==> config.mk <==
export PLATFORM = sky130hd
export DESIGN_NAME = psu_top
export DESIGN_NICKNAME = d
export VERILOG_FILES = /design/src/rtl/psu_pkg.sv /design/src/rtl/psu_prefix_net.sv /design/src/rtl/psu_base_file.sv /design/src/rtl/psu_top.sv
export SDC_FILE = /design/constraint.sdc
export NUM_CORES = 2
export LEC_CHECK = 0
export ABC_CLOCK_PERIOD_IN_PS = 9300
export CAP_MARGIN = 20
export CELL_PAD_IN_SITES_DETAIL_PLACEMENT = 0
export CELL_PAD_IN_SITES_GLOBAL_PLACEMENT = 1
export CORE_MARGIN = 3
export CORE_UTILIZATION = 25
export DETAILED_ROUTE_END_ITERATION = 10
export PLACE_DENSITY = 0.52
export SYNTH_ARGS = -nofsm -noshare
export SYNTH_HDL_FRONTEND = slang
export SYNTH_SLANG_ARGS = --single-unit
==> constraint.sdc <==
create_clock -name clk -period 9.3 [get_ports clk]
set_clock_uncertainty 0.05 [all_clocks]
set_input_delay 0.93 -clock clk [delete_from_list [all_inputs] [get_ports clk]]
set_output_delay 0.93 -clock clk [all_outputs]
set_load 0.05 [all_outputs]
==> src/rtl/psu_pkg.sv <==
package psu_pkg;
    localparam int WORD_W = 32;
    typedef logic [WORD_W-1:0] word_t;
endpackage

==> src/rtl/psu_prefix_net.sv <==
// Combinational combining network: per-requester exclusive prefix among
// same-base requesters (ascending requester order) and per-base totals.
module psu_prefix_net
    import psu_pkg::*;
#(
    parameter int N_REQ  = 4,
    parameter int N_BASE = 4,
    parameter int IW     = 2
) (
    input  logic [N_REQ-1:0] vld,
    input  logic [IW-1:0]    idx    [N_REQ],
    input  word_t            inc    [N_REQ],
    output word_t            offset [N_REQ],
    output word_t            total  [N_BASE]
);
    for (genvar k = 0; k < N_REQ; k++) begin : g_off
        word_t acc;
        always_comb begin
            acc = '0;
            for (int j = 0; j < k; j++) begin
                if (vld[j] && (idx[j] == idx[k])) begin
                    acc = acc + inc[j];
                end
            end
        end
        assign offset[k] = acc;
    end

    for (genvar b = 0; b < N_BASE; b++) begin : g_tot
        word_t sum;
        always_comb begin
            sum = '0;
            for (int j = 0; j < N_REQ; j++) begin
                if (vld[j] && (idx[j] == IW'(b))) begin
                    sum = sum + inc[j];
                end
            end
        end
        assign total[b] = sum;
    end
endmodule

==> src/rtl/psu_base_file.sv <==
// Base register file: each base advances by its combined total or is loaded.
module psu_base_file
    import psu_pkg::*;
#(
    parameter int N_BASE = 4,
    parameter int IW     = 2
) (
    input  logic          clk,
    input  logic          rst_n,
    input  word_t         total  [N_BASE],
    input  logic          ld_en,
    input  logic [IW-1:0] ld_idx,
    input  word_t         ld_val,
    output word_t         base   [N_BASE]
);
    typedef struct packed {
        logic [N_BASE-1:0][WORD_W-1:0] base;
    } bf_state_t;

    bf_state_t st_d, st_q;

    always_comb begin
        st_d = st_q;
        for (int b = 0; b < N_BASE; b++) begin
            if (ld_en && (ld_idx == IW'(b))) begin
                st_d.base[b] = ld_val;
            end else begin
                st_d.base[b] = st_q.base[b] + total[b];
            end
        end
    end

    always_ff @(posedge clk) begin
        if (!rst_n) begin
            st_q <= '0;
        end else begin
            st_q <= st_d;
        end
    end

    for (genvar b = 0; b < N_BASE; b++) begin : g_out
        assign base[b] = st_q.base[b];
    end
endmodule

==> src/rtl/psu_top.sv <==
module psu_top
    import psu_pkg::*;
#(
    parameter int N_REQ  = 4,
    parameter int N_BASE = 4,
    parameter int IW     = (N_BASE > 1) ? $clog2(N_BASE) : 1
) (
    input  logic                    clk,
    input  logic                    rst_n,
    input  logic [N_REQ-1:0]        req_vld,
    input  logic [N_REQ*IW-1:0]     req_idx,
    input  logic [N_REQ*WORD_W-1:0] req_inc,
    input  logic                    ld_en,
    input  logic [IW-1:0]           ld_idx,
    input  logic [WORD_W-1:0]       ld_val,
    output logic [N_REQ-1:0]        rsp_vld,
    output logic [N_REQ*WORD_W-1:0] rsp_val
);
    typedef struct packed {
        logic [N_REQ-1:0]              vld;
        logic [N_REQ-1:0][WORD_W-1:0]  val;
    } rsp_state_t;

    logic [IW-1:0] idx_a    [N_REQ];
    word_t         inc_a    [N_REQ];
    word_t         offset_a [N_REQ];
    word_t         total_a  [N_BASE];
    word_t         base_a   [N_BASE];

    for (genvar k = 0; k < N_REQ; k++) begin : g_lane
        assign idx_a[k] = req_idx[k*IW +: IW];
        assign inc_a[k] = req_inc[k*WORD_W +: WORD_W];
    end

    psu_prefix_net #(
        .N_REQ (N_REQ),
        .N_BASE(N_BASE),
        .IW    (IW)
    ) u_net (
        .vld   (req_vld),
        .idx   (idx_a),
        .inc   (inc_a),
        .offset(offset_a),
        .total (total_a)
    );

    psu_base_file #(
        .N_BASE(N_BASE),
        .IW    (IW)
    ) u_bases (
        .clk   (clk),
        .rst_n (rst_n),
        .total (total_a),
        .ld_en (ld_en),
        .ld_idx(ld_idx),
        .ld_val(ld_val),
        .base  (base_a)
    );

    rsp_state_t rsp_d, rsp_q;

    always_comb begin
        rsp_d     = '0;
        rsp_d.vld = req_vld;
        for (int k = 0; k < N_REQ; k++) begin
            if (req_vld[k]) begin
                rsp_d.val[k] = base_a[idx_a[k]] + offset_a[k];
            end
        end
    end

    always_ff @(posedge clk) begin
        if (!rst_n) begin
            rsp_q <= '0;
        end else begin
            rsp_q <= rsp_d;
        end
    end

    assign rsp_vld = rsp_q.vld;
    assign rsp_val = rsp_q.val;
endmodule

==> results.md <==
* Drt drc at 0
* Share of cells above drive strength 1 at 0.317
* Die area at between 200000 and 250000 µm²
* Fmax at 0.108 GHz
* Worst EP required at 9.82 ns
* First-pass GRT wire length at 423000 µm
* CP max stage delay at 0.46 ns
* Die W at 454 µm
* Cells after synthesis at 6773
* Antenna-violating nets left at 0
* Clock buffer depth at 3
* Hold Path Depth at 3
* Via density at between 5 and 6
* DR pass1 iterations at 6
* Initial antenna violation count at 17
* Via count at 60600
* Max FO, Critical Path at 14
* Worst Setup End Kind: flip-flop
* Io pins at 309
* CTS root buf: clkbuf_16
* Worst min-delay path class: reg -> reg
* Post-synth top area share at 0.173
* Worst Tran Pin Value at 1.12 ns
* Power Dens Cells at 124 nW/µm²
* Ys flop type: dfxtp_1
* Port bufs at between 300 and 400
* Synthesized area per cell at 7.41 µm²
* Fin area at about 75000 µm²
* Slew headroom at 0.254
* Synth Net Count at 7666
* Core footprint at 198000 µm²
* Area leader, netlist: ha_1
* Worst vdd ir at 0.184 mV
* Crit path kind: in -> reg
* Max_cap viols at 0
* Startpoint types: input port
* CTS tree: done
* Starting Density at 0.253
* Register area at approximately 5200 µm²
* Grt ovf at 0
* Clk_lat worst skew at 0.67 ns
* Register-to-Register Setup Slack at roughly 4.2 ns
* Netlist cell types at 101
* Synthesized flop and latch total at 260
* Number of H-tree levels at 1
* Final cycle utilization of the critical path at 0.997
* DIE HEIGHT at between 400 and 500 µm
* Clk slew on worst S/H paths at around 0.07 ns
* Tmin final at 9.27 ns
* DR iter-0 viols at between 5000 and 6000
* Number of global-route vias before repair at 58000
* Num CTS Buffers at 31
* Area of the multi-input gates at 45200 µm²
* Core Rows at 163
* Leak at 36.4 nW
* CP max-delay cell: or3_4
* Layout Nets at 9846
* Sequential share of the synthesized area at 0.104
* Clk sinks at between 200 and 300
* Post-DP HPWL at 260000 µm
* Avg WL per Cell at ~26 µm
* Post-synth EDFFs at 0
* Total wire length at between 300000 and 400000 µm
* Top cells by area, synth: ha_1 17%, dfxtp_1 10%, a21oi_1 7.1%
* Critical Path AT at 9.79 ns
* Slew Viols, Final at 0
* Endpoints failing setup at 0
* Placed Cells at 11500
* Final hold viol count at 0
* Cell Area, Placed at 71200 µm²
* Status: finished, final reports clean
* Global placement routability congestion at 0.991
* Post-synthesis cell area at 50200 µm²
* Fraction of registers with async set/reset at 0
* RSZ-0062 raised after global routing: true
* Synth Warn # at 0
* Util after Layout at 0.378
* Fill cell count at between 20000 and 25000
* Fin cells at 11600
* GRT Overall Usage at 0.283
* Area grow syn2layout at 49.3%
* Pin count of the biggest net entering global routing at 60
* R2R depth at 15
* Setup TNS at 0 ns
[per-stage QoR]
stage               worst slack (ns)  hold WS (ns)  total power, mW
floorplan                    -0.0745         0.613             4.59
global placement               -1.62         0.648             7.54
detailed placement             -1.78         0.674             7.55
CTS                          0.00991         0.692             9.07
global route                  -0.288         0.742             9.80
finish                        0.0300         0.692             9.27
[worst max-delay path, delay by kind of cell]
kind,cells,cell delay (ns)
buffers and inverters,10,1.43
adders and majority gates,4,1.18
and+or+nand+nor,12,2.09
muxes,2,0.69
xor gates and xnor gates,3,0.41
AOI/OAI and AO/OA,16,3.03
[worst paths after layout]
path / from / end
worst max register to register: u_bases.base[65] / rsp_val[95]
worst min register to register: u_bases.base[32] / u_bases.base[32]
worst max-delay path: req_idx[1] / u_bases.base[94]
worst min-delay path: u_bases.base[32] / u_bases.base[32]
[synth_stat cells, drive strengths merged (105+ instances only)]
master	number
a21o	271
a21oi	717
and2	167
clkbuf	218
dfxtp	260
ha	694
inv	265
mux2	115
mux4	128
nand2	834
nand2b	105
nand3	130
nor2	516
nor2b	111
o21ai	480
xnor2	393
xor2	235
[where the power goes]
group | leakage (nW) | internal [mW] | switching [mW]
clock network | 0.529 | 0.777 | 0.620
registers | 2.13 | 1.30 | 0.266
logic | 33.7 | 2.89 | 3.42
[logic make-up (layout without fill, tap and decap cells)]
family                   count (synthesis)  in the layout  synth area share
AND/OR/NAND/NOR                       2246           2246             0.211
AO/OA/AOI/OAI                         2121           2121             0.264
adder cells (fa/ha/maj)                722            722             0.183
XOR/XNOR                               629            629             0.110
buffers and inverters                  534           2737            0.0410
multiplexers                           261            261            0.0870
flip-flops                             260            260             0.104
other                                    0              9                 0
[layer usage]
layer	global-route usage	wire length (µm)	up-vias	share of wire
li1	-	-	29000	-
met1	0.380	136000	29300	0.45
met2	0.467	137000	1867	0.45
met3	0.0383	18000	370	0.059
met4	0.0922	13500	12	0.044
met5	0	95	-	0.00031
[flip-flops by register name (all words and copies together), names as in the netlist]
signal and cells:
u_bases.base 128, rsp_vld 4, rsp_val 128
[layout make-up]
cell class,instances,share of cell area
repair buffers,2415,0.255
well taps,2640,0.0441
inverters,266,0.0133
flip-flops and latches,260,0.0694
multi-input cells,5979,0.604
clock inverters,21,0.00394
clock buffers,35,0.0108
diodes,9,0.000300
[repair_timing]
item / CTS / global route
hold buffers: 0 / 0
setup endpoints to repair: 33 / 37
cloned: 0 / 1
pin swaps: 55 / 175
buffers inserted: 24 / 48
gates resized for setup: 153 / 321
[placed cells by master, fill, tap and decap left out, types with 38 or more instances in the layout]
cell type,n
nor2b_1,108
a31oi_1,52
ha_4,45
inv_1,262
and2_1,164
xor2_1,232
buf_4,2078
a21o_1,271
mux4_2,128
clkdlybuf4s50_1,293
and3_1,61
a21oi_2,81
nor3_1,75
o21bai_1,82
nand3_1,122
o21ai_1,58
ha_1,640
nor2_1,505
xnor2_1,388
mux2_2,96
dfxtp_1,260
nand4_1,47
or3_1,39
o21ai_0,389
o21a_1,79
o31ai_1,38
a211oi_1,53
a21oi_1,631
nand2b_1,105
nand2_1,820
Note: power is estimated with default switching activity, not from simulation.
